$ cat config.mk
export PLATFORM = sky130hd
export DESIGN_NAME = ppg_timer
export DESIGN_NICKNAME = d
export VERILOG_FILES = /design/src/rtl/ppg_pkg.sv /design/src/rtl/ppg_prescaler.sv /design/src/rtl/ppg_duty_reg.sv /design/src/rtl/ppg_core.sv /design/src/rtl/ppg_timer.sv
export SDC_FILE = /design/constraint.sdc
export NUM_CORES = 1
export LEC_CHECK = 0
export BUFFER_PORTS_ARGS = -buffer_cell sky130_fd_sc_hd__buf_2
export CAP_MARGIN = 20
export CORE_UTILIZATION = 52
export DETAILED_ROUTE_END_ITERATION = 10
export PLACE_DENSITY = 0.77
export SETUP_SLACK_MARGIN = 0.02
export SLEW_MARGIN = 5
export SYNTH_ARGS = -nofsm -noshare
export SYNTH_HDL_FRONTEND = slang
export SYNTH_HIERARCHICAL = 1
export SYNTH_SLANG_ARGS = --single-unit
$ cat constraint.sdc
create_clock -name clk -period 2 [get_ports clk]
set_input_delay 0 -clock clk [delete_from_list [all_inputs] [get_ports clk]]
set_output_delay 0 -clock clk [all_outputs]
set_load 0.01 [all_outputs]
$ cat src/rtl/ppg_pkg.sv
package ppg_pkg;

   typedef enum logic [1:0] {
      SEL_T1   = 2'd0,
      SEL_T4   = 2'd1,
      SEL_T16  = 2'd2,
      SEL_HOLD = 2'd3
   } ppg_sel_e;

   typedef struct packed {
      logic duty_hit;
      logic period_hit;
   } ppg_match_t;

endpackage

$ cat src/rtl/ppg_prescaler.sv
module ppg_prescaler
   import ppg_pkg::*;
#(
   parameter int BASE_DIV  = 2,
   parameter int TAP_A_LOG = 2,
   parameter int TAP_B_LOG = 4
) (
   input  logic       clk,
   input  logic       rst_n,
   input  logic       run,
   input  logic [1:0] sel,
   output logic       cnt_tick
);
   localparam int DIV_W = TAP_B_LOG;

   if (BASE_DIV < 1) begin : g_bad_div
      $error("BASE_DIV must be at least 1");
   end
   if (TAP_A_LOG < 1 || TAP_A_LOG >= TAP_B_LOG) begin : g_bad_tap
      $error("tap widths must satisfy 1 <= TAP_A_LOG < TAP_B_LOG");
   end

   logic             base_tick;
   logic [DIV_W-1:0] div_q;
   ppg_sel_e         sel_e;

   assign sel_e = ppg_sel_e'(sel);

   if (BASE_DIV == 1) begin : g_base_direct
      assign base_tick = run;
   end else begin : g_base_count
      localparam int BASE_W = $clog2(BASE_DIV);
      localparam logic [BASE_W-1:0] BASE_LAST = BASE_W'(BASE_DIV - 1);
      logic [BASE_W-1:0] base_q;

      always_ff @(posedge clk or negedge rst_n) begin
         if (!rst_n) begin
            base_q <= '0;
         end else if (!run) begin
            base_q <= '0;
         end else if (base_q == BASE_LAST) begin
            base_q <= '0;
         end else begin
            base_q <= base_q + 1'b1;
         end
      end

      assign base_tick = run && (base_q == BASE_LAST);
   end

   always_ff @(posedge clk or negedge rst_n) begin
      if (!rst_n) begin
         div_q <= '0;
      end else if (!run) begin
         div_q <= '0;
      end else if (base_tick) begin
         div_q <= div_q + 1'b1;
      end
   end

   always_comb begin
      unique case (sel_e)
         SEL_T1:   cnt_tick = base_tick;
         SEL_T4:   cnt_tick = base_tick && (&div_q[TAP_A_LOG-1:0]);
         SEL_T16:  cnt_tick = base_tick && (&div_q);
         default:  cnt_tick = 1'b0;
      endcase
   end

endmodule

$ cat src/rtl/ppg_duty_reg.sv
module ppg_duty_reg #(
   parameter int CNT_W = 16
) (
   input  logic             clk,
   input  logic             rst_n,
   input  logic             dbuf_en,
   input  logic             wr,
   input  logic [CNT_W-1:0] wdata,
   input  logic             reload,
   output logic [CNT_W-1:0] duty_act
);
   logic [CNT_W-1:0] shadow_q;
   logic [CNT_W-1:0] active_q;

   always_ff @(posedge clk or negedge rst_n) begin
      if (!rst_n) begin
         shadow_q <= '0;
      end else if (wr) begin
         shadow_q <= wdata;
      end
   end

   always_ff @(posedge clk or negedge rst_n) begin
      if (!rst_n) begin
         active_q <= '0;
      end else if (dbuf_en) begin
         if (reload) begin
            active_q <= shadow_q;
         end
      end else if (wr) begin
         active_q <= wdata;
      end
   end

   assign duty_act = active_q;

endmodule

$ cat src/rtl/ppg_core.sv
module ppg_core
   import ppg_pkg::*;
#(
   parameter int CNT_W = 16
) (
   input  logic             clk,
   input  logic             rst_n,
   input  logic             run,
   input  logic             tick,
   input  logic [CNT_W-1:0] duty_act,
   input  logic [CNT_W-1:0] period,
   input  logic             en_duty,
   input  logic             en_period,
   input  logic             ff_clear,
   output logic [CNT_W-1:0] cnt,
   output logic             pulse,
   output logic             irq,
   output logic             reload
);
   logic [CNT_W-1:0] cnt_q;
   logic             ff_q;
   logic             irq_q;
   ppg_match_t       hit;
   logic             flip;

   always_comb begin
      hit.period_hit = tick && (cnt_q == period);
      hit.duty_hit   = tick && (cnt_q == duty_act) && (duty_act < period);
      flip           = (hit.duty_hit && en_duty) ^ (hit.period_hit && en_period);
   end

   always_ff @(posedge clk or negedge rst_n) begin
      if (!rst_n) begin
         cnt_q <= '0;
      end else if (!run || hit.period_hit) begin
         cnt_q <= '0;
      end else if (tick) begin
         cnt_q <= cnt_q + 1'b1;
      end
   end

   always_ff @(posedge clk or negedge rst_n) begin
      if (!rst_n) begin
         ff_q  <= 1'b0;
         irq_q <= 1'b0;
      end else begin
         irq_q <= hit.period_hit;
         if (ff_clear) begin
            ff_q <= 1'b0;
         end else if (flip) begin
            ff_q <= ~ff_q;
         end
      end
   end

   assign cnt    = cnt_q;
   assign pulse  = ff_q;
   assign irq    = irq_q;
   assign reload = hit.period_hit;

endmodule

$ cat src/rtl/ppg_timer.sv
module ppg_timer
   import ppg_pkg::*;
#(
   parameter int CNT_W     = 16,
   parameter int BASE_DIV  = 2,
   parameter int TAP_A_LOG = 2,
   parameter int TAP_B_LOG = 4
) (
   input  logic             clk,
   input  logic             rst_n,
   input  logic             run_en,
   input  logic [1:0]       clk_sel,
   input  logic             dbuf_en,
   input  logic             duty_we,
   input  logic [CNT_W-1:0] duty_wdata,
   input  logic             period_we,
   input  logic [CNT_W-1:0] period_wdata,
   input  logic             tog_on_duty,
   input  logic             tog_on_period,
   input  logic             out_clear,
   output logic             pulse_out,
   output logic             period_irq,
   output logic [CNT_W-1:0] count_val
);
   if (CNT_W < 2) begin : g_bad_width
      $error("CNT_W must be at least 2");
   end

   logic             tick;
   logic             reload;
   logic [CNT_W-1:0] duty_act;
   logic [CNT_W-1:0] period_q;

   always_ff @(posedge clk or negedge rst_n) begin
      if (!rst_n) begin
         period_q <= '1;
      end else if (period_we) begin
         period_q <= period_wdata;
      end
   end

   ppg_prescaler #(
      .BASE_DIV (BASE_DIV),
      .TAP_A_LOG(TAP_A_LOG),
      .TAP_B_LOG(TAP_B_LOG)
   ) u_pre (
      .clk     (clk),
      .rst_n   (rst_n),
      .run     (run_en),
      .sel     (clk_sel),
      .cnt_tick(tick)
   );

   ppg_duty_reg #(.CNT_W(CNT_W)) u_duty (
      .clk     (clk),
      .rst_n   (rst_n),
      .dbuf_en (dbuf_en),
      .wr      (duty_we),
      .wdata   (duty_wdata),
      .reload  (reload),
      .duty_act(duty_act)
   );

   ppg_core #(.CNT_W(CNT_W)) u_core (
      .clk      (clk),
      .rst_n    (rst_n),
      .run      (run_en),
      .tick     (tick),
      .duty_act (duty_act),
      .period   (period_q),
      .en_duty  (tog_on_duty),
      .en_period(tog_on_period),
      .ff_clear (out_clear),
      .cnt      (count_val),
      .pulse    (pulse_out),
      .irq      (period_irq),
      .reload   (reload)
   );

endmodule

# After elaboration in Yosys (flattened, before gate mapping)
# Index checks and enable logic that the tools add are counted.
# totals
ff_bits,71
output_inout_bits,18
# op_classes
n_mux,12
addsub,3
n_lt_le_gt_ge,1
eq_ne,6
bitwise_logic,2
reduce_logical,17
# ops
operator,n
$mux 16,5
$eq 16x16->1,2
$add 16x1->16 const B,1
$lt 16x16->1,1
$logic_and 1x1->1,8
$mux 4,2
$reduce_bool 2->1,3
$add 4x1->4 const B,1
$mux 1,4
$ne 2x1->1 const B,2
$reduce_and 2->1,2
$reduce_and 4->1,1
$pmux 1 s3,1
$eq 2x1->1 const B,1
$eq 2x2->1 const B,1
$logic_not 2->1,1
$add 1x1->1 const B,1
$logic_not 1->1,1
$logic_or 1x1->1,1
$not 1->1,1
$xor 1x1->1,1

# Depth between registers and ports, before layout
# depth
depth_word,9
depth_mapped,12
depth_no_buf,11

# By module
# Netlist, hierarchy kept.
# modules_own_cells
mod,area_per_inst_um2,seq_area_each_um2,n_inst,cells_per_inst
ppg_core,1630.3,450.4,1,180
ppg_duty_reg,1612.8,800.8,1,104
ppg_timer,669.4,420.4,1,34
ppg_prescaler,289.0,125.1,1,27

# Least setup slack after synthesis
# OpenSTA, ideal clock, no wires.
# synth_timing
path_type,register to register
from,register u_core.cnt_q[2] (netlist: u_core/cnt[2])
to,register u_duty.active_q[10] (netlist: u_duty/duty_act[10])
stages_incl_launch_ff,10
setup_ps,126
t_arrival_ps,1969
slack_ps,-95
path_cell_list,dfrtp_1 -> buf_6 -> xor2_1 -> nor4_1 -> nand2_1 -> nor4_2 -> buf_6 -> buf_12 -> mux2i_1 -> mux2i_1
# synth_between
elab_chain_cells,4
# synth_lines
element,line_no,rtl
from (decl),ppg_core.sv:20,logic [CNT_W-1:0] cnt_q;
from (signal assigned),ppg_core.sv:38,cnt_q <= cnt_q + 1'b1;
$eq 16x16->1,ppg_core.sv:27,hit.period_hit = tick && (cnt_q == period);
$logic_and 1x1->1,ppg_core.sv:27,
via reload,ppg_timer.sv:30,logic reload;
$ne 2x1->1 (no source line),-,
$reduce_and 2->1 (no source line),-,
to (signal assigned),ppg_duty_reg.sv:28,active_q <= shadow_q;
to (signal assigned),ppg_duty_reg.sv:31,active_q <= wdata;
to (decl),ppg_duty_reg.sv:13,logic [CNT_W-1:0] active_q;
# The timed path passes the listed nets, and every way through them passes these cells.
# A chain may end at the register's enable or synchronous reset.

# Final worst setup path
# layout_timing
from,register period_q[10]
to,register u_duty.active_q[3] (netlist: u_duty/duty_act[3])
# layout_between
elab_chain_cells,4
# layout_lines
element,line_no,rtl
from (decl),ppg_timer.sv:32,logic [CNT_W-1:0] period_q;
from (signal assigned),ppg_timer.sv:38,period_q <= period_wdata;
$eq 16x16->1,ppg_core.sv:27,
$logic_and 1x1->1,ppg_core.sv:27,
via reload,ppg_timer.sv:30,
$ne 2x1->1 (no source line),-,
$reduce_and 2->1 (no source line),-,
# The timed path passes the listed nets, and every way through them passes these cells.

==> metrics.md <==
| Metric | Value |
|---|---|
| Status | finished with violations |
| Violations in the final reports | negative setup slack |
| Cell count after synthesis | 345 |
| Buffers from clock root to sink, at most | 2 |
| Period utilisation layout | 114.8% |
| Netlist cell types | 41 |
| Net count of the mapped netlist | around 410 |
| TritonCTS clock tree | done |
| Final cell count without fillers | around 600 |
| Starting DRC count in detailed routing | ~160 |
| Terminus of the critical flop-to-flop path | u_duty/duty_act[3]$_DFFE_PN0P_ |
| Area share of fa/ha/maj cells after synthesis | 5.956% |
| Relative slew margins | between 50 and 60% |
| Area of the core region | between 7000 and 8000 um2 |
| Remaining DRCs | 0 |
| Launching element type of the critical path | flip-flop |
| Count of nets left with antenna violations after detail routing | 0 |
| Number of setup violations in the final report | 33 |
| Mapped Area | approximately 4200 um2 |
| Dpl cell area | between 4000 and 5000 um2 |
| Crit path to | u_duty/duty_act[3]$_DFFE_PN0P_ |
| Global-route wire length before repair | roughly 17000 um |
| DP Cell Count | between 500 and 600 |
| Min-delay worst type | in -> reg |
| Overall via count from detail_route | between 3000 and 4000 |
| Number of flops mapped to enable cells by yosys | 0 |
| Number of stages on the worst setup path | 8 |
| Asr flop ratio synth | 100.0% |
| Static leakage power | around 2.7 nW |
| Leftover overflow at the end of global routing | 0 |
| Growth of design area from synthesis to finish | 34.16% |
| Total number of nets in the final design | 551 |
| Most common cell type on the critical path | mux2i_1 |
| Ports | 61 |
| Signal arrival time at the worst endpoint | 2.53 ns |
| Port buffer count | 60 |
| N_diodes | 0 |
| Dominant combinational cell family by area after synthesis | multiplexers |
| Total count of hold-check failures in the final report | 0 |
| YS warnings | 6 |
| Tot GR Track Use | between 20% and 30% |
| Pin count of the biggest net entering global routing | 49 |
| Fin worst setup slack | -0.2967 ns |
| Initial core utilization | a little over half |
| Die area | ~8400 um2 |
| Routed wire per std cell | around 18 um |
| Critical Path Start | period_q[10]$_DFFE_PN1P_ |
| Largest stage delay, worst path | 0.57 ns |
| Peak VDD IR | about 0.00039 V |
| Max Fclk | around 0.44 GHz |
| Post-route design area | between 5000 and 6000 um2 |
| Critical Path Slowest Stage Cell | dfstp_2 |
| Average cell area after synthesis | 12.18 um2 |
| Reg-to-Reg Start | period_q[10]$_DFFE_PN1P_ |
| First-pass iteration count of the detailed router | 4 |
| Seq cells post-synth | between 70 and 80 |
| FP Rows | 32 |
| Placement-stage worst setup slack | -0.1594 ns |
| Drt total wl | approximately 11000 um |
| Max Clock Skew | 0.005974 ns |
| Root buffer selected by CTS | clkbuf_8 |
| Path type of the worst setup path | reg -> reg |
| Final total power | 3.612 mW |
| Maximum Capacitance Violations | 0 |
| Cell Chain, Critical Path | xor2_2 > nor4_2 > nand2_1 > nor4_4 > buf_4 > clkbuf_16 > mux2i_1 > mux2i_1 |
| Clock edge transition at the registers on the reported setup and hold paths | approximately 0.08 ns |
| Die Height | 91.89 um |
| Ys flop type | dfrtp_1 |
| Post-Synth XOR/XNOR Area | between 10% and 20% |
| Num Clock Sinks | 71 |
| Power Dens Cells | 640.8 nW/um2 |
| Share of the yosys chip area belonging to registers | a little over two fifths |
| Pin slew with the least headroom to its limit | roughly 0.63 ns |
| Antenna violations before repair | 0 |
| Largest delay share family, worst path | simple AND/OR/NAND/NOR gates |
| Simple-gate share of the synthesized area | 8.993% |
| Placer congestion estimate | 0.8870 |
| Num CTS Buffers | 9 |
| Worst Path Max Fanout | 8 |
| Compound-Gate Fraction of Synth Area | ~2.2% |
| DP HPWL | ~7000 um |
| Avg Vias per Cell | 5.306 |
| Min cycle time layout | between 2 and 2.5 ns |
| Crit path capture type | flip-flop |
| Share of cell area taken by muxes after synthesis | 22.87% |
| Fraction of layout cells with a size suffix above 1 | between 40% and 50% |
| Via count of the first global-routing pass | ~3400 |
| Worst EP required | ~2.2 ns |
| H-tree levels | 3 |
| Count of final max-slew check failures | 0 |
| Die Wd | 91.89 um |
| Total negative slack for setup checks | -7.387 ns |
| Setup repair after global routing missed its margin | true |
| Number of buffer and inverter instances along the worst setup path | 2 |
| Setup slack of the most critical reg-to-reg path | -0.30 ns |
| Clock network latency to the later pin of the worst-skew pair | ~0.36 ns |
| Worst-case reg-to-reg path depth | 8 |
==> registers in the layout, summed over array words and instances, names as in the netlist <==
register,count
u_pre/div_q,4
u_duty/duty_act,16
u_duty/shadow_q,16
u_core/pulse,1
u_core/cnt,16
u_pre/g_base_count.base_q,1
period_q,16
u_core/irq,1
==> cells by family after synthesis <==
group	after synthesis
flip-flops	71
AND/OR/NAND/NOR	68
XOR/XNOR	51
adder cells (fa/ha/maj)	20
buffers and inverters	38
AO/OA/AOI/OAI	14
multiplexers	83
==> per-layer routing <==
layer | global-route usage [%] | vias up | wire length, um
li1 | - | 1483 | -
met1 | 32.79 | 1570 | 4440
met2 | 45.77 | 92 | 5467
met3 | 4.809 | 12 | 572
met4 | 9.766 | 0 | 167
met5 | 0 | - | 0
==> metrics by stage <==
stage	hold slack (ns)	utilization, %
floorplan	-0.2956	-
global placement	0.02630	61.73
detailed placement	0.03431	61.73
CTS	0.08655	71.92
global route	0.09107	72.57
finish	0.09842	72.57
==> where the power goes <==
group / leakage (nW) / total (mW) / switching, mW / internal, mW
clock: 0.0861 / 1.02 / 0.537 / 0.478
combinational: 1.74 / 0.856 / 0.392 / 0.463
sequential: 0.862 / 1.74 / 0.145 / 1.60
==> worst min path at each step <==
stage                 from                         end  depth (start not counted)
finish              run_en   u_core/cnt[8]$_DFFE_PN0P_                          4
CTS                 run_en   u_core/cnt[8]$_DFFE_PN0P_                          4
global route        run_en   u_core/cnt[8]$_DFFE_PN0P_                          4
global placement     rst_n  u_pre/div_q[3]$_DFFE_PN0P_                          1
detailed placement   rst_n  u_pre/div_q[3]$_DFFE_PN0P_                          1
floorplan            rst_n   u_core/cnt[0]$_DFFE_PN0P_                          0
==> cell usage in the layout (no fill, tap or decap), types with 2 or more instances in the layout <==
master	Yosys	final
o21ai_0	3	3
dfrtp_1	55	55
buf_6	7	4
xnor2_1	30	29
mux2i_1	51	51
mux2_4	24	24
xor2_2	0	2
a21oi_2	0	2
and4_1	2	2
dlygate4sd3_1	0	35
nor2_4	0	10
clkbuf_1	3	2
and2_1	4	3
buf_4	2	46
ha_1	20	19
nand4_1	10	10
nor2_1	19	8
clkinv_2	0	3
mux2_2	8	8
nor4_2	1	4
xor2_1	21	19
clkbuf_8	0	10
inv_1	20	20
buf_2	1	60
buf_12	3	3
nand2_1	7	5
and3_1	4	3
a211oi_1	3	2
dfstp_2	16	16
nand3_1	9	8
==> layout make-up <==
| class | count | area [um2] |
|---|---|---|
| Fill cell | 554 | 2131 |
| Timing Repair Buffer | 150 | 1154 |
| Sequential cell | 71 | 1797 |
| Tap cell | 102 | 127.6 |
| Clock inverter | 4 | 22.52 |
| Inverter | 20 | 75.07 |
| Multi-Input combinational cell | 236 | 2316 |
| Clock buffer | 12 | 145.1 |
==> cell usage after synthesis (all sizes together), types with 2 or more instances <==
| cell type | n | area share [%] |
|---|---|---|
| xnor2 | 30 | 6.3 |
| buf | 15 | 4.5 |
| ha | 20 | 6.0 |
| and2 | 4 | 0.60 |
| mux2i | 51 | 12 |
| nor2 | 19 | 1.7 |
| a211oi | 3 | 0.54 |
| dfrtp | 55 | 33 |
| nand3 | 9 | 1.1 |
| nor4 | 5 | 0.89 |
| clkbuf | 3 | 0.27 |
| mux2 | 32 | 11 |
| nand2 | 7 | 0.63 |
| dfstp | 16 | 10 |
| o21ai | 3 | 0.36 |
| xor2 | 21 | 4.4 |
| and4 | 3 | 0.66 |
| nand4 | 10 | 1.5 |
| a21oi | 2 | 0.24 |
| inv | 20 | 1.8 |
| and3 | 4 | 0.60 |
==> tightest hold or removal path, stage by stage <==
cell	delay [ns]
buf_2	0.14
nand2b_4	0.12
buf_16	0.14
nor2_4	0.03
==> what timing repair did <==
item                                    4_1_cts  5_1_grt
pin swaps                                    20        3
endpoints found under the setup margin       33       34
resized for setup                            39        5
hold endpoints to repair                     69        0
gates cloned                                  2        0
buffers inserted                              7        5
hold buffers                                 35        0
(Power assumes the default switching activity.)
